`config.mk`:
```
export PLATFORM = sky130hd
export DESIGN_NAME = ssq_period_accum
export DESIGN_NICKNAME = d
export VERILOG_FILES = /design/src/rtl/ssq_pkg.sv /design/src/rtl/ssq_seq.sv /design/src/rtl/ssq_square.sv /design/src/rtl/ssq_acc_bank.sv /design/src/rtl/ssq_result.sv /design/src/rtl/ssq_period_accum.sv
export SDC_FILE = /design/constraint.sdc
export NUM_CORES = 1
export LEC_CHECK = 0
export BUFFER_PORTS_ARGS = -buffer_cell sky130_fd_sc_hd__buf_2
export CAP_MARGIN = 0
export CORE_AREA = 4 4 228 230
export DETAILED_ROUTE_END_ITERATION = 10
export DIE_AREA = 0 0 232 234
export PLACE_DENSITY_LB_ADDON = 0.08
export SKIP_CTS_REPAIR_TIMING = 1
export SYNTH_ARGS = -nofsm -noshare
export SYNTH_HDL_FRONTEND = slang
export SYNTH_SLANG_ARGS = --single-unit
```
`constraint.sdc`:
```
create_clock -name clk -period 22.2 [get_ports clk]
set_input_delay 2.22 -clock clk [delete_from_list [all_inputs] [get_ports clk]]
set_output_delay 2.22 -clock clk [all_outputs]
set_load 0.01 [all_outputs]
```
`src/rtl/ssq_pkg.sv`:
```
package ssq_pkg;
  typedef enum logic [0:0] {SEQ_IDLE = 1'b0, SEQ_RUN = 1'b1} seq_state_t;
endpackage

```
`src/rtl/ssq_seq.sv`:
```
module ssq_seq #(
  parameter int NCH = 3,
  parameter int DW  = 12,
  localparam int CHW = (NCH > 1) ? $clog2(NCH) : 1
) (
  input  logic              clk,
  input  logic              rst_n,
  input  logic              smp_valid,
  input  logic [NCH*DW-1:0] smp_data,
  output logic              busy,
  output logic              smp_accept,
  output logic              step_en,
  output logic [CHW-1:0]    step_ch,
  output logic [DW-1:0]     step_sample
);
  import ssq_pkg::*;

  localparam logic [CHW-1:0] LAST_CH = CHW'(NCH - 1);

  seq_state_t        state_q;
  logic [CHW-1:0]    idx_q;
  logic [NCH*DW-1:0] hold_q;

  always_ff @(posedge clk or negedge rst_n) begin
    if (!rst_n) begin
      state_q <= SEQ_IDLE;
      idx_q   <= '0;
      hold_q  <= '0;
    end else begin
      case (state_q)
        SEQ_IDLE: begin
          if (smp_valid) begin
            hold_q  <= smp_data;
            idx_q   <= '0;
            state_q <= SEQ_RUN;
          end
        end
        default: begin
          if (idx_q == LAST_CH) begin
            idx_q   <= '0;
            state_q <= SEQ_IDLE;
          end else begin
            idx_q <= idx_q + 1'b1;
          end
        end
      endcase
    end
  end

  assign busy        = (state_q == SEQ_RUN);
  assign smp_accept  = smp_valid && (state_q == SEQ_IDLE);
  assign step_en     = busy;
  assign step_ch     = idx_q;
  assign step_sample = hold_q[idx_q*DW +: DW];
endmodule

```
`src/rtl/ssq_square.sv`:
```
module ssq_square #(
  parameter int DW = 12,
  localparam int SW = 2 * DW
) (
  input  logic [DW-1:0] sample,
  output logic [SW-1:0] square
);
  function automatic logic [SW-1:0] sq_of(input logic [DW-1:0] x);
    logic signed [SW-1:0] sx;
    logic signed [SW-1:0] p;
    sx = SW'($signed(x));
    p  = sx * sx;
    return $unsigned(p);
  endfunction

  assign square = sq_of(sample);
endmodule

```
`src/rtl/ssq_acc_bank.sv`:
```
module ssq_acc_bank #(
  parameter int NCH = 3,
  parameter int SW  = 24,
  parameter int AW  = 32,
  localparam int CHW = (NCH > 1) ? $clog2(NCH) : 1
) (
  input  logic              clk,
  input  logic              rst_n,
  input  logic              clr,
  input  logic              step_en,
  input  logic [CHW-1:0]    step_ch,
  input  logic [SW-1:0]     step_sq,
  output logic [NCH*AW-1:0] acc_flat
);
  function automatic logic [AW-1:0] sat_add(input logic [AW-1:0] a,
                                            input logic [SW-1:0] b);
    logic [AW:0] s;
    s = {1'b0, a} + {{(AW + 1 - SW){1'b0}}, b};
    return s[AW] ? {AW{1'b1}} : s[AW-1:0];
  endfunction

  for (genvar g = 0; g < NCH; g++) begin : g_ch
    logic [AW-1:0] acc_q;
    always_ff @(posedge clk or negedge rst_n) begin
      if (!rst_n) begin
        acc_q <= '0;
      end else if (clr) begin
        acc_q <= '0;
      end else if (step_en && (step_ch == CHW'(g))) begin
        acc_q <= sat_add(acc_q, step_sq);
      end
    end
    assign acc_flat[g*AW +: AW] = acc_q;
  end
endmodule

```
`src/rtl/ssq_result.sv`:
```
module ssq_result #(
  parameter int NCH  = 3,
  parameter int AW   = 32,
  parameter int CNTW = 8
) (
  input  logic              clk,
  input  logic              rst_n,
  input  logic              latch,
  input  logic              host_rd,
  input  logic [NCH*AW-1:0] acc_flat,
  input  logic [CNTW-1:0]   cnt_in,
  output logic [NCH*AW-1:0] sum_out,
  output logic [CNTW-1:0]   cnt_out,
  output logic              res_valid,
  output logic              res_overwrite
);
  always_ff @(posedge clk or negedge rst_n) begin
    if (!rst_n) begin
      sum_out       <= '0;
      cnt_out       <= '0;
      res_valid     <= 1'b0;
      res_overwrite <= 1'b0;
    end else if (latch) begin
      sum_out       <= acc_flat;
      cnt_out       <= cnt_in;
      res_valid     <= 1'b1;
      res_overwrite <= res_valid && !host_rd;
    end else if (host_rd) begin
      res_valid     <= 1'b0;
      res_overwrite <= 1'b0;
    end
  end
endmodule

```
`src/rtl/ssq_period_accum.sv`:
```
module ssq_period_accum #(
  parameter int NCH         = 3,
  parameter int DW          = 12,
  parameter int MAX_SAMPLES = 2000,
  localparam int CNTW = $clog2(MAX_SAMPLES + 1),
  localparam int AW   = 2 * DW + CNTW
) (
  input  logic              clk,
  input  logic              rst_n,
  input  logic              smp_valid,
  input  logic [NCH*DW-1:0] smp_data,
  input  logic              period_wrap,
  input  logic              host_rd,
  output logic              busy,
  output logic [NCH*AW-1:0] sum_out,
  output logic [CNTW-1:0]   cnt_out,
  output logic              res_valid,
  output logic              res_overwrite
);
  localparam int SW  = 2 * DW;
  localparam int CHW = (NCH > 1) ? $clog2(NCH) : 1;
  localparam logic [CNTW-1:0] CNT_MAX = CNTW'(MAX_SAMPLES);

  logic              smp_accept;
  logic              step_en;
  logic [CHW-1:0]    step_ch;
  logic [DW-1:0]     step_sample;
  logic [SW-1:0]     step_sq;
  logic [NCH*AW-1:0] acc_flat;
  logic              wrap_pend_q;
  logic              latch_evt;
  logic              acc_clr;
  logic [CNTW-1:0]   cnt_q;

  ssq_seq #(.NCH(NCH), .DW(DW)) u_seq (
    .clk        (clk),
    .rst_n      (rst_n),
    .smp_valid  (smp_valid),
    .smp_data   (smp_data),
    .busy       (busy),
    .smp_accept (smp_accept),
    .step_en    (step_en),
    .step_ch    (step_ch),
    .step_sample(step_sample)
  );

  ssq_square #(.DW(DW)) u_sq (
    .sample(step_sample),
    .square(step_sq)
  );

  // Boundary closes only when no sample is in flight.
  assign latch_evt = (wrap_pend_q || period_wrap) && !busy;
  assign acc_clr   = latch_evt;

  always_ff @(posedge clk or negedge rst_n) begin
    if (!rst_n) begin
      wrap_pend_q <= 1'b0;
    end else if (latch_evt) begin
      wrap_pend_q <= 1'b0;
    end else if (period_wrap) begin
      wrap_pend_q <= 1'b1;
    end
  end

  always_ff @(posedge clk or negedge rst_n) begin
    if (!rst_n) begin
      cnt_q <= '0;
    end else if (latch_evt) begin
      cnt_q <= smp_accept ? CNTW'(1) : '0;
    end else if (smp_accept && (cnt_q != CNT_MAX)) begin
      cnt_q <= cnt_q + 1'b1;
    end
  end

  ssq_acc_bank #(.NCH(NCH), .SW(SW), .AW(AW)) u_bank (
    .clk     (clk),
    .rst_n   (rst_n),
    .clr     (acc_clr),
    .step_en (step_en),
    .step_ch (step_ch),
    .step_sq (step_sq),
    .acc_flat(acc_flat)
  );

  ssq_result #(.NCH(NCH), .AW(AW), .CNTW(CNTW)) u_res (
    .clk          (clk),
    .rst_n        (rst_n),
    .latch        (latch_evt),
    .host_rd      (host_rd),
    .acc_flat     (acc_flat),
    .cnt_in       (cnt_q),
    .sum_out      (sum_out),
    .cnt_out      (cnt_out),
    .res_valid    (res_valid),
    .res_overwrite(res_overwrite)
  );
endmodule

```
==> flow_summary.html, run 1 <==
<table>
<tr><th>Metric</th><th>Value</th></tr>
<tr><th colspan="2">Drt</th></tr>
<tr><td>Remaining routing DRC violations</td><td>0</td></tr>
<tr><td>Antenna Violating Nets Remaining</td><td>0</td></tr>
<tr><td>Average vias per placed instance</td><td>5.11</td></tr>
<tr><td>Average wire per standard cell</td><td>17.2 um</td></tr>
<tr><td>Starting DRC count in detailed routing</td><td>885</td></tr>
<tr><td>Number of vias in the routed layout</td><td>15034</td></tr>
<tr><td>First-pass detailed-route iteration total</td><td>5</td></tr>
<tr><td>Routed Wire Length</td><td>50.8 mm</td></tr>
<tr><th colspan="2">Timing</th></tr>
<tr><td>Final TNS setup</td><td>0 ns</td></tr>
<tr><td>Worst Tran Pin Value</td><td>1.07 ns</td></tr>
<tr><td>Layout Skew</td><td>0.0252 ns</td></tr>
<tr><td>Maximum clock frequency</td><td>99.2 MHz</td></tr>
<tr><td>Final number of setup-violating endpoints</td><td>0</td></tr>
<tr><td>Final Cycle Share</td><td>45.4%</td></tr>
<tr><td>Number of hold violations in the final report</td><td>0</td></tr>
<tr><td>Slew Limit Fails</td><td>0</td></tr>
<tr><td>Min Tclk post-route</td><td>10.08 ns</td></tr>
<tr><td>Relative slew margins</td><td>28.2%</td></tr>
<tr><td>Setup repair after global routing missed its margin</td><td>false</td></tr>
<tr><th colspan="2">Setup path</th></tr>
<tr><td>CP bufs+invs</td><td>6</td></tr>
<tr><td>Endpoint type of the worst setup path</td><td>flop</td></tr>
<tr><td>WP depth</td><td>31</td></tr>
<tr><td>Cell class contributing the biggest share of worst-path delay</td><td>adder cells</td></tr>
<tr><td>Worst Setup EP</td><td>u_bank.g_ch[1].acc_q[28]$_DFFE_PN0P_</td></tr>
<tr><td>Worst EP required</td><td>22.68 ns</td></tr>
<tr><td>Reg-to-reg setup timing slack</td><td>12.12 ns</td></tr>
<tr><td>Crit Path Max Fanout</td><td>23</td></tr>
<tr><td>Slowest stage cell, crit path</td><td>dfrtp_1</td></tr>
<tr><td>Worst Setup Path Type</td><td>flop to flop</td></tr>
<tr><td>Crit path arrival time</td><td>10.56 ns</td></tr>
<tr><td>Largest stage delay on the critical path</td><td>0.90 ns</td></tr>
<tr><td>Reg-to-reg endpoint</td><td>u_bank.g_ch[1].acc_q[28]$_DFFE_PN0P_</td></tr>
<tr><td>CP startpoint kind</td><td>flop</td></tr>
<tr><td>Worst reg2reg path startpoint</td><td>u_seq.step_ch[0]$_DFFE_PN0P_</td></tr>
<tr><td>Start point of the critical path</td><td>u_seq.step_ch[0]$_DFFE_PN0P_</td></tr>
<tr><td>Length in cells of the worst reg-to-reg path</td><td>31</td></tr>
<tr><th colspan="2">Die</th></tr>
<tr><td>Initial standard-cell utilization of the core</td><td>38.6%</td></tr>
<tr><td>Chip height</td><td>234 um</td></tr>
<tr><td>Count of standard-cell rows</td><td>82</td></tr>
<tr><td>I/O pins</td><td>160</td></tr>
<tr><td>Overall die width</td><td>232 um</td></tr>
<tr><td>CORE AREA</td><td>49900 um^2</td></tr>
<tr><td>Total die area</td><td>54300 um^2</td></tr>
<tr><th colspan="2">CTS</th></tr>
<tr><td>Max Buffers Root-to-Sink</td><td>3</td></tr>
<tr><td>Total CTS buffers</td><td>35</td></tr>
<tr><td>H-tree levels</td><td>2</td></tr>
<tr><td>Clock tree from TritonCTS</td><td>done</td></tr>
<tr><td>CTS sink count</td><td>274</td></tr>
<tr><td>Insertion delay to the later sink of the worst-skew pair</td><td>0.55 ns</td></tr>
<tr><td>Root Buffer Master</td><td>clkbuf_16</td></tr>
<tr><td>Post-CTS clock slew at the launch and capture registers of the worst setup and hold paths</td><td>0.06 ns</td></tr>
<tr><th colspan="2">Final layout</th></tr>
<tr><td>Area growth from synthesis to layout</td><td>13.8%</td></tr>
<tr><td>Share of final-layout standard cells stronger than drive strength 1</td><td>12.5%</td></tr>
<tr><td>Count of nets after finishing</td><td>2545</td></tr>
<tr><td>Number of fill cells in the layout</td><td>5001</td></tr>
<tr><td>Antenna cell count</td><td>0</td></tr>
<tr><th colspan="2">Synth</th></tr>
<tr><td>Synth Cell Area</td><td>19200 um^2</td></tr>
<tr><td>Most used standard cell by instance count after synthesis</td><td>nand2_1</td></tr>
<tr><td>Synth top area share</td><td>35.6%</td></tr>
<tr><td>Top cell types by occurrence after synthesis</td><td>466 x nand2_1, 274 x dfrtp_1, 192 x inv_1, 158 x a21oi_1, 135 x ha_1</td></tr>
<tr><td>Post-synth ARST share</td><td>100%</td></tr>
<tr><td>Count of different cell masters after synthesis</td><td>70</td></tr>
<tr><td>Synth Net Count</td><td>2414</td></tr>
<tr><td>Post-Synthesis Mean Instance Area</td><td>9.09 um^2</td></tr>
<tr><td>Cell type with the largest total area after synthesis</td><td>dfrtp_1</td></tr>
<tr><td>Post-synthesis cell count</td><td>2116</td></tr>
<tr><td>Register bit total from synthesis</td><td>274</td></tr>
<tr><td>Top flip-flop cell by instance count after synthesis</td><td>dfrtp_1</td></tr>
<tr><td>EDFF count, synth</td><td>0</td></tr>
<tr><td>Seq/Total Area, Yosys</td><td>35.6%</td></tr>
<tr><td>Yosys Warn Count</td><td>0</td></tr>
<tr><td>Largest cells by area after synthesis</td><td>dfrtp_1 36%, fa_1 13%, nand2_1 9.1%, ha_1 8.8%, a21oi_1 4.1%</td></tr>
<tr><th colspan="2">Place</th></tr>
<tr><td>Post-detail-place hpwl</td><td>38.6 mm</td></tr>
<tr><td>Quantity of I/O buffers inserted on ports</td><td>159</td></tr>
<tr><td>Global placement routability congestion</td><td>0.890</td></tr>
<tr><th colspan="2">GRT</th></tr>
<tr><td>Sum of overflow across all layers after global routing</td><td>0</td></tr>
<tr><td>Number of antenna violations at the first check in global routing</td><td>0</td></tr>
<tr><td>All-Layer GR Usage</td><td>18.8%</td></tr>
<tr><td>Wire length of the first global-routing pass</td><td>82.5 mm</td></tr>
<tr><td>Vias in the first global route</td><td>15272</td></tr>
<tr><td>Pin count of the biggest net entering global routing</td><td>169</td></tr>
<tr><th colspan="2">Worst hold path</th></tr>
<tr><td>Worst min path class</td><td>flop to flop</td></tr>
<tr><th colspan="2">Job</th></tr>
<tr><td>Max Cap Viol</td><td>0</td></tr>
<tr><th colspan="2">Status</th></tr>
<tr><td>Status</td><td>finished clean</td></tr>
</table>
-- flip-flops by register name, summed over array words and instances, names as in the netlist --
signal,flops
cnt_q,11
u_bank.g_ch.acc_q,105
u_res.cnt_out,11
u_res.res_overwrite,1
u_res.res_valid,1
u_res.sum_out,105
u_seq.busy,1
u_seq.hold_q,36
u_seq.step_ch,2
wrap_pend_q,1
-- layout by cell type (no fill, tap or decap), types with 4 or more instances in the layout --
master      Yosys  routed
nand2_1       466     466
dfrtp_1       274     274
inv_1         192     192
buf_2           4     158
a21oi_1       158     157
ha_1          135     135
fa_1          122     122
nor2_1        111     109
a31oi_1        68      68
xnor2_1        61      61
clkbuf_16       0      37
mux2_2         36      36
a21o_1         35      35
o21ai_0        34      34
xor2_1         34      34
o21ai_1        33      33
nand3_1        30      30
nor3_1         26      26
and3_1         24      24
mux2i_1        18      18
o21bai_1       17      17
nand4_1        15      15
and2_1         13      13
a311oi_1       13      13
buf_4           0      12
nor2b_1        12      11
a211oi_1       11      11
clkbuf_1       71       9
o21a_1          7       7
or3_1           6       6
o211ai_1        6       6
or2_2           7       6
and4_1          5       5
nand2b_1        5       5
clkbuf_8        0       5
clkinvlp_4      0       5
o31ai_1         4       4
a41oi_1         4       4
-- worst min-delay path by stage --
stage	start	to	slack [ns]	cells past startpoint
detailed placement	u_res.sum_out[8]$_DFFE_PN0P_	u_res.sum_out[8]$_DFFE_PN0P_	0.46	2
global placement	u_res.sum_out[34]$_DFFE_PN0P_	u_res.sum_out[34]$_DFFE_PN0P_	0.45	2
finish	u_res.sum_out[40]$_DFFE_PN0P_	u_res.sum_out[40]$_DFFE_PN0P_	0.46	2
CTS	u_res.sum_out[8]$_DFFE_PN0P_	u_res.sum_out[8]$_DFFE_PN0P_	0.47	2
global route	u_res.sum_out[67]$_DFFE_PN0P_	u_res.sum_out[67]$_DFFE_PN0P_	0.49	2
floorplan	u_bank.g_ch[2].acc_q[32]$_DFFE_PN0P_	u_res.sum_out[102]$_DFFE_PN0P_	0.45	2
-- cell type report --
cell class	instances	area, um^2	area share, %
inverters	194	728	3.33
repair buffers	172	916	4.18
well taps	672	841	3.84
clock buffers	51	1030	4.70
clock inverters	11	136	0.623
flip-flops and latches	274	6860	31.3
multi-input cells	1570	11400	52.0
-- stage by stage --
| step | cells | setup slack [ns] | hold slack (ns) | util, % | cell area [um^2] |
|---|---|---|---|---|---|
| floorplan | 2116 | 13.70 | 0.453 | - | 19200 |
| global placement | 2882 | 12.39 | 0.452 | 41.6 | 20700 |
| detailed placement | 2882 | 12.14 | 0.457 | 41.6 | 20700 |
| CTS | 2944 | 12.11 | 0.471 | 43.9 | 21900 |
| global route | 2944 | 11.42 | 0.485 | 43.9 | 21900 |
| finish | 2944 | 12.12 | 0.465 | 43.9 | 21900 |
-- logic make-up (layout without fill, tap and decap cells) --
kind of cell / after synthesis / in the layout / share of synthesized area [%]
buf+inv: 272 / 428 / 5.33
simple gates: 741 / 741 / 16.5
fa+ha+maj: 257 / 257 / 21.5
xor+xnor: 95 / 95 / 4.32
mux: 54 / 54 / 3.04
flops: 274 / 274 / 35.6
compound gates: 423 / 423 / 13.7
-- worst reg2reg max path, delay by kind of cell (launching register included) --
kind	cells	cell delay, ns
AND/OR/NAND/NOR	11	3.03
adder cells (fa/ha/maj)	7	3.03
flip-flops	1	0.90
buffers and inverters	6	0.78
AO/OA/AOI/OAI	7	2.30
-- routing by layer --
layer  GRT usage (%)  routed length [um]  up-vias  share of wire (%)
met5               0                   0        -                  0
met4            4.52                1030        0                2.0
met3            2.62                1990       66                3.9
met2            31.1               23800      264                 47
met1            26.2               24000     7329                 47
li1                -                   -     7375                  -
Power of run 1 is left out: the tool's default activity adds up to more than one toggle a clock period on the data nets, which glitch-free logic cannot reach.
==> run 2, diff against run 1 <==
==> constraint.sdc (replaced) <==
create_clock -name clk -period 10.29 [get_ports clk]
set_input_delay 1.029 -clock clk [delete_from_list [all_inputs] [get_ports clk]]
set_output_delay 1.029 -clock clk [all_outputs]
set_load 0.01 [all_outputs]
==> flow_summary.html, run 2 (same netlist as run 1, synthesis figures left out) <==
<table>
<tr><th>Metric</th><th>Value</th></tr>
<tr><th colspan="2">Drt</th></tr>
<tr><td>Average vias per placed instance</td><td>5.10</td></tr>
<tr><td>Remaining routing DRC violations</td><td>0</td></tr>
<tr><td>Antenna Violating Nets Remaining</td><td>0</td></tr>
<tr><td>First-pass detailed-route iteration total</td><td>5</td></tr>
<tr><td>Routed Wire Length</td><td>51.3 mm</td></tr>
<tr><td>Number of vias in the routed layout</td><td>15072</td></tr>
<tr><td>Starting DRC count in detailed routing</td><td>809</td></tr>
<tr><td>Average wire per standard cell</td><td>17.4 um</td></tr>
<tr><th colspan="2">CTS</th></tr>
<tr><td>H-tree levels</td><td>2</td></tr>
<tr><td>Insertion delay to the later sink of the worst-skew pair</td><td>0.55 ns</td></tr>
<tr><td>Post-CTS clock slew at the launch and capture registers of the worst setup and hold paths</td><td>0.06 ns</td></tr>
<tr><td>CTS sink count</td><td>274</td></tr>
<tr><td>Max Buffers Root-to-Sink</td><td>3</td></tr>
<tr><td>Root Buffer Master</td><td>clkbuf_16</td></tr>
<tr><td>Clock tree from TritonCTS</td><td>done</td></tr>
<tr><td>Total CTS buffers</td><td>35</td></tr>
<tr><th colspan="2">GRT</th></tr>
<tr><td>Number of antenna violations at the first check in global routing</td><td>0</td></tr>
<tr><td>Pin count of the biggest net entering global routing</td><td>168</td></tr>
<tr><td>Wire length of the first global-routing pass</td><td>83.8 mm</td></tr>
<tr><td>All-Layer GR Usage</td><td>19.1%</td></tr>
<tr><td>Vias in the first global route</td><td>15464</td></tr>
<tr><td>Sum of overflow across all layers after global routing</td><td>0</td></tr>
<tr><th colspan="2">Worst hold path</th></tr>
<tr><td>Worst min path class</td><td>flop to flop</td></tr>
<tr><th colspan="2">Final layout</th></tr>
<tr><td>Antenna cell count</td><td>0</td></tr>
<tr><td>Highest-count cells in the layout ignoring fill and taps</td><td>466 x nand2_1, 274 x dfrtp_1, 192 x inv_1, 158 x buf_2, 157 x a21oi_1</td></tr>
<tr><td>Count of nets after finishing</td><td>2553</td></tr>
<tr><td>Share of final-layout standard cells stronger than drive strength 1</td><td>13.0%</td></tr>
<tr><td>Most common cell after layout, fill and taps aside</td><td>nand2_1</td></tr>
<tr><td>Largest registers</td><td>u_bank.g_ch.acc_q: 105 flops, u_res.sum_out: 105 flops, u_seq.hold_q: 36 flops</td></tr>
<tr><td>Area growth from synthesis to layout</td><td>14.4%</td></tr>
<tr><th colspan="2">Setup path</th></tr>
<tr><td>Crit path arrival time</td><td>9.84 ns</td></tr>
<tr><td>Worst Setup Path Type</td><td>flop to flop</td></tr>
<tr><td>Largest stage delay on the critical path</td><td>0.60 ns</td></tr>
<tr><td>Reg-to-reg setup timing slack</td><td>0.90 ns</td></tr>
<tr><td>Crit Path Max Fanout</td><td>17</td></tr>
<tr><td>CP startpoint kind</td><td>flop</td></tr>
<tr><td>Slowest stage cell, crit path</td><td>nor3_1</td></tr>
<tr><td>Endpoint type of the worst setup path</td><td>flop</td></tr>
<tr><td>Worst EP required</td><td>10.73 ns</td></tr>
<tr><th colspan="2">Job</th></tr>
<tr><td>Max Cap Viol</td><td>0</td></tr>
<tr><th colspan="2">Timing</th></tr>
<tr><td>Maximum clock frequency</td><td>106 MHz</td></tr>
<tr><td>Final Cycle Share</td><td>91.3%</td></tr>
<tr><td>Fin Hold WS</td><td>0.465 ns</td></tr>
<tr><td>Final number of setup-violating endpoints</td><td>0</td></tr>
<tr><td>Relative slew margins</td><td>28.0%</td></tr>
<tr><td>Layout Skew</td><td>0.0262 ns</td></tr>
<tr><td>Min Tclk post-route</td><td>9.39 ns</td></tr>
<tr><td>Worst Tran Pin Value</td><td>1.08 ns</td></tr>
<tr><td>Number of hold violations in the final report</td><td>0</td></tr>
<tr><td>Final TNS setup</td><td>0 ns</td></tr>
<tr><td>Setup repair after global routing missed its margin</td><td>false</td></tr>
<tr><td>Slew Limit Fails</td><td>0</td></tr>
<tr><th colspan="2">Die</th></tr>
<tr><td>Initial standard-cell utilization of the core</td><td>38.6%</td></tr>
<tr><td>Total die area</td><td>54300 um^2</td></tr>
<tr><td>Count of standard-cell rows</td><td>82</td></tr>
<tr><td>Overall die width</td><td>232 um</td></tr>
<tr><td>CORE AREA</td><td>49900 um^2</td></tr>
<tr><td>I/O pins</td><td>160</td></tr>
<tr><td>Chip height</td><td>234 um</td></tr>
<tr><th colspan="2">Status</th></tr>
<tr><td>Status</td><td>finished clean</td></tr>
<tr><th colspan="2">Place</th></tr>
<tr><td>Quantity of I/O buffers inserted on ports</td><td>159</td></tr>
<tr><td>Global placement routability congestion</td><td>0.857</td></tr>
<tr><td>Post-detail-place hpwl</td><td>39.1 mm</td></tr>
</table>
==> run 2: per-layer routing <==
metal	share of wire, %	routed length (um)	GRT usage [%]	vias up
li1	-	-	-	7392
met1	47	24000	26.1	7312
met2	47	24200	32.2	307
met3	4.0	2070	2.67	61
met4	2.0	1030	4.73	0
met5	0	0	0	-
==> run 2: worst max-delay path, delay by kind of cell (launching register included) <==
kind	cells	cell delay, ns
muxes	1	0.22
adders and majority gates	7	3.04
buffers and inverters	7	1.08
DFF	1	0.38
AOI/OAI and AO/OA	8	2.19
and+or+nand+nor	10	2.37
==> run 2: cell type report <==
cell class / count / area, um^2
Fill cell: 5022 / 27800
Multi-Input combinational cell: 1570 / 11400
Sequential cell: 274 / 6860
Timing Repair Buffer: 180 / 976
Clock buffer: 45 / 966
Tap cell: 672 / 841
Inverter: 194 / 728
Clock inverter: 18 / 264
==> run 2: per-stage QoR <==
stage | std cells | utilization (%) | area (um^2) | setup WS (ns)
5_1_grt | 2953 | 44.2 | 22000 | 0.138
2_1_floorplan | 2116 | - | 19200 | 1.79
3_3_place_gp | 2890 | 41.7 | 20800 | 0.833
6_report | 2953 | 44.2 | 22000 | 0.895
4_1_cts | 2953 | 44.2 | 22000 | 0.721
3_5_place_dp | 2890 | 41.7 | 20800 | 0.765
==> run 2: worst paths after layout <==
kind / startpoint / endpoint / depth (start not counted)
min in group asynchronous: rst_n / u_res.res_valid$_DFFE_PN0P_ / 1
max in group asynchronous: rst_n / u_res.sum_out[11]$_DFFE_PN0P_ / 2
max reg2reg: u_seq.step_ch[0]$_DFFE_PN0P_ / u_bank.g_ch[2].acc_q[31]$_DFFE_PN0P_ / 33
max: u_seq.step_ch[0]$_DFFE_PN0P_ / u_bank.g_ch[2].acc_q[31]$_DFFE_PN0P_ / 33
min reg2reg: u_res.sum_out[72]$_DFFE_PN0P_ / u_res.sum_out[72]$_DFFE_PN0P_ / 2
min: u_res.sum_out[72]$_DFFE_PN0P_ / u_res.sum_out[72]$_DFFE_PN0P_ / 2
Power of run 2 is left out for the same reason.
==> run 3, diff against run 2 <==
--- a/config.mk
+++ b/config.mk
@@ -7,9 +7,10 @@
 export LEC_CHECK = 0
 export BUFFER_PORTS_ARGS = -buffer_cell sky130_fd_sc_hd__buf_2
 export CAP_MARGIN = 0
-export CORE_AREA = 4 4 228 230
+export CORE_AREA = 2 2 226 228
 export DETAILED_ROUTE_END_ITERATION = 10
-export DIE_AREA = 0 0 232 234
+export DIE_AREA = 0 0 228 230
+export GPL_TIMING_DRIVEN = 0
 export PLACE_DENSITY_LB_ADDON = 0.08
 export SKIP_CTS_REPAIR_TIMING = 1
 export SYNTH_ARGS = -nofsm -noshare
==> flow_summary.html, run 3 (same netlist as run 1, synthesis figures left out) <==
<table>
<tr><th>Metric</th><th>Value</th></tr>
<tr><th colspan="2">Timing</th></tr>
<tr><td>Layout Skew</td><td>0.0247 ns</td></tr>
<tr><td>Number of hold violations in the final report</td><td>0</td></tr>
<tr><td>Final Cycle Share</td><td>95.3%</td></tr>
<tr><td>Final number of setup-violating endpoints</td><td>0</td></tr>
<tr><td>Maximum clock frequency</td><td>102 MHz</td></tr>
<tr><td>Relative slew margins</td><td>23.0%</td></tr>
<tr><td>Min Tclk post-route</td><td>9.81 ns</td></tr>
<tr><td>Slew Limit Fails</td><td>0</td></tr>
<tr><td>Setup repair after global routing missed its margin</td><td>false</td></tr>
<tr><td>Worst Tran Pin Value</td><td>1.15 ns</td></tr>
<tr><th colspan="2">Setup path</th></tr>
<tr><td>Cell class contributing the biggest share of worst-path delay</td><td>compound AO/OA/AOI/OAI gates</td></tr>
<tr><td>Endpoint type of the worst setup path</td><td>flop</td></tr>
<tr><td>Slowest stage cell, crit path</td><td>a21oi_1</td></tr>
<tr><td>Worst EP required</td><td>10.70 ns</td></tr>
<tr><td>Cell mode on critical path</td><td>fa_1</td></tr>
<tr><td>WP depth</td><td>31</td></tr>
<tr><td>CP startpoint kind</td><td>flop</td></tr>
<tr><td>Length in cells of the worst reg-to-reg path</td><td>31</td></tr>
<tr><td>Reg-to-reg setup timing slack</td><td>0.48 ns</td></tr>
<tr><td>Crit Path Max Fanout</td><td>10</td></tr>
<tr><td>Largest stage delay on the critical path</td><td>0.90 ns</td></tr>
<tr><td>Worst Setup Path Type</td><td>flop to flop</td></tr>
<tr><td>Crit path arrival time</td><td>10.22 ns</td></tr>
<tr><td>CP bufs+invs</td><td>4</td></tr>
<tr><th colspan="2">Place</th></tr>
<tr><td>Quantity of I/O buffers inserted on ports</td><td>159</td></tr>
<tr><td>Post-detail-place hpwl</td><td>43.0 mm</td></tr>
<tr><td>Total instance count after detailed placement</td><td>2949</td></tr>
<tr><td>Global placement routability congestion</td><td>0.907</td></tr>
<tr><th colspan="2">GRT</th></tr>
<tr><td>Global Route met1 Usage</td><td>27.2%</td></tr>
<tr><td>Pin count of the biggest net entering global routing</td><td>97</td></tr>
<tr><td>All-Layer GR Usage</td><td>21.0%</td></tr>
<tr><td>Layer with the highest usage</td><td>met2</td></tr>
<tr><td>Grt met2 use</td><td>35.8%</td></tr>
<tr><td>Met3 track demand over resource in global routing</td><td>2.86%</td></tr>
<tr><td>Wire length of the first global-routing pass</td><td>86.9 mm</td></tr>
<tr><td>Vias in the first global route</td><td>16077</td></tr>
<tr><td>Number of antenna violations at the first check in global routing</td><td>0</td></tr>
<tr><td>Sum of overflow across all layers after global routing</td><td>0</td></tr>
<tr><th colspan="2">Die</th></tr>
<tr><td>Total die area</td><td>52400 um^2</td></tr>
<tr><td>Overall die width</td><td>228 um</td></tr>
<tr><td>I/O pins</td><td>160</td></tr>
<tr><td>Chip height</td><td>230 um</td></tr>
<tr><td>CORE AREA</td><td>49900 um^2</td></tr>
<tr><td>Count of standard-cell rows</td><td>82</td></tr>
<tr><td>Initial standard-cell utilization of the core</td><td>38.6%</td></tr>
<tr><th colspan="2">Final layout</th></tr>
<tr><td>Share of final-layout standard cells stronger than drive strength 1</td><td>12.5%</td></tr>
<tr><td>Highest-count cells in the layout ignoring fill and taps</td><td>466 x nand2_1, 274 x dfrtp_1, 191 x inv_1, 162 x buf_2, 153 x a21oi_1</td></tr>
<tr><td>Count of nets after finishing</td><td>2613</td></tr>
<tr><td>Area growth from synthesis to layout</td><td>15.0%</td></tr>
<tr><td>Antenna cell count</td><td>0</td></tr>
<tr><td>Most common cell after layout, fill and taps aside</td><td>nand2_1</td></tr>
<tr><td>Layout Cells excl Fill</td><td>3009</td></tr>
<tr><td>Largest registers</td><td>u_bank.g_ch.acc_q: 105 flops, u_res.sum_out: 105 flops, u_seq.hold_q: 36 flops</td></tr>
<tr><th colspan="2">Drt</th></tr>
<tr><td>First-pass detailed-route iteration total</td><td>5</td></tr>
<tr><td>Starting DRC count in detailed routing</td><td>784</td></tr>
<tr><td>Average vias per placed instance</td><td>5.15</td></tr>
<tr><td>Average wire per standard cell</td><td>18.0 um</td></tr>
<tr><td>Antenna Violating Nets Remaining</td><td>0</td></tr>
<tr><td>Routed Wire Length</td><td>54.2 mm</td></tr>
<tr><td>Remaining routing DRC violations</td><td>0</td></tr>
<tr><td>Number of vias in the routed layout</td><td>15490</td></tr>
<tr><th colspan="2">CTS</th></tr>
<tr><td>Insertion delay to the later sink of the worst-skew pair</td><td>0.55 ns</td></tr>
<tr><td>Total CTS buffers</td><td>35</td></tr>
<tr><td>CTS sink count</td><td>274</td></tr>
<tr><td>Post-CTS clock slew at the launch and capture registers of the worst setup and hold paths</td><td>0.06 ns</td></tr>
<tr><td>H-tree levels</td><td>2</td></tr>
<tr><td>Clock tree from TritonCTS</td><td>done</td></tr>
<tr><td>Max Buffers Root-to-Sink</td><td>3</td></tr>
<tr><td>Root Buffer Master</td><td>clkbuf_16</td></tr>
<tr><th colspan="2">Job</th></tr>
<tr><td>Max Cap Viol</td><td>0</td></tr>
<tr><th colspan="2">Status</th></tr>
<tr><td>Status</td><td>finished clean</td></tr>
<tr><th colspan="2">Worst hold path</th></tr>
<tr><td>Worst min path class</td><td>input port to async pin</td></tr>
</table>
## run 3: cell types whose count changed in the layout (fill, tap and decap cells not counted), moves of 3 or more
cell	change
clkbuf_2	+3
clkbuf_8	+5
buf_1	+3
a21oi_2	+4
clkbuf_1	+65
a21oi_1	-4
buf_2	+4
bufinv_16	-4
buf_4	-18
## run 3: final cells by class
cell class / count / area (um^2)
buffer: 77 / 298
clock buffer: 46 / 977
clock inverter: 13 / 143
fill: 5028 / 27700
inverter: 194 / 732
multi-input combinational: 1570 / 11400
sequential: 274 / 6860
tap: 672 / 841
timing repair buffer: 163 / 876
## run 3: routing by layer
layer / part of all wire [%] / vias to the layer above / wire length [um]
met5: 0 / - / 0
met4: 3.2 / 0 / 1710
met3: 3.8 / 97 / 2080
met2: 48 / 325 / 26100
met1: 45 / 7550 / 24300
li1: - / 7518 / -
## run 3: worst register-to-register path: cells and delay by family, from the launching register on
| kind | cells | cell delay, ns |
|---|---|---|
| AO/OA/AOI/OAI | 13 | 3.68 |
| XOR/XNOR | 1 | 0.30 |
| adder cells (fa/ha/maj) | 7 | 3.06 |
| buffers and inverters | 4 | 0.84 |
| flip-flops | 1 | 0.65 |
| multiplexers | 1 | 0.31 |
| AND/OR/NAND/NOR | 5 | 0.82 |
## run 3: metrics by stage
| step | instance area [um^2] | worst slack [ns] | utilization, % | setup TNS, ns | hold slack [ns] |
|---|---|---|---|---|---|
| final | 22100 | 0.485 | 44.4 | 0 | 0.465 |
| after global routing | 22100 | 0.0265 | 44.4 | 0 | 0.483 |
| after CTS | 22100 | -0.864 | 44.3 | -48.78 | 0.472 |
| after detailed placement | 20900 | -0.837 | 42.0 | -47.24 | 0.458 |
| after global placement | 20900 | -0.789 | 41.9 | -43.04 | 0.454 |
| after floorplan | 19200 | 1.79 | - | 0 | 0.453 |
## run 3: final timing paths
path | from | endpoint
max | u_seq.step_ch[0]$_DFFE_PN0P_ | u_bank.g_ch[0].acc_q[7]$_DFFE_PN0P_
min | rst_n | u_res.sum_out[66]$_DFFE_PN0P_
max reg2reg | u_seq.step_ch[0]$_DFFE_PN0P_ | u_bank.g_ch[0].acc_q[7]$_DFFE_PN0P_
min reg2reg | u_res.sum_out[36]$_DFFE_PN0P_ | u_res.sum_out[36]$_DFFE_PN0P_
max in group asynchronous | rst_n | u_seq.hold_q[29]$_DFFE_PN0P_
min in group clk | u_res.sum_out[36]$_DFFE_PN0P_ | u_res.sum_out[36]$_DFFE_PN0P_
Power of run 3 is left out for the same reason.
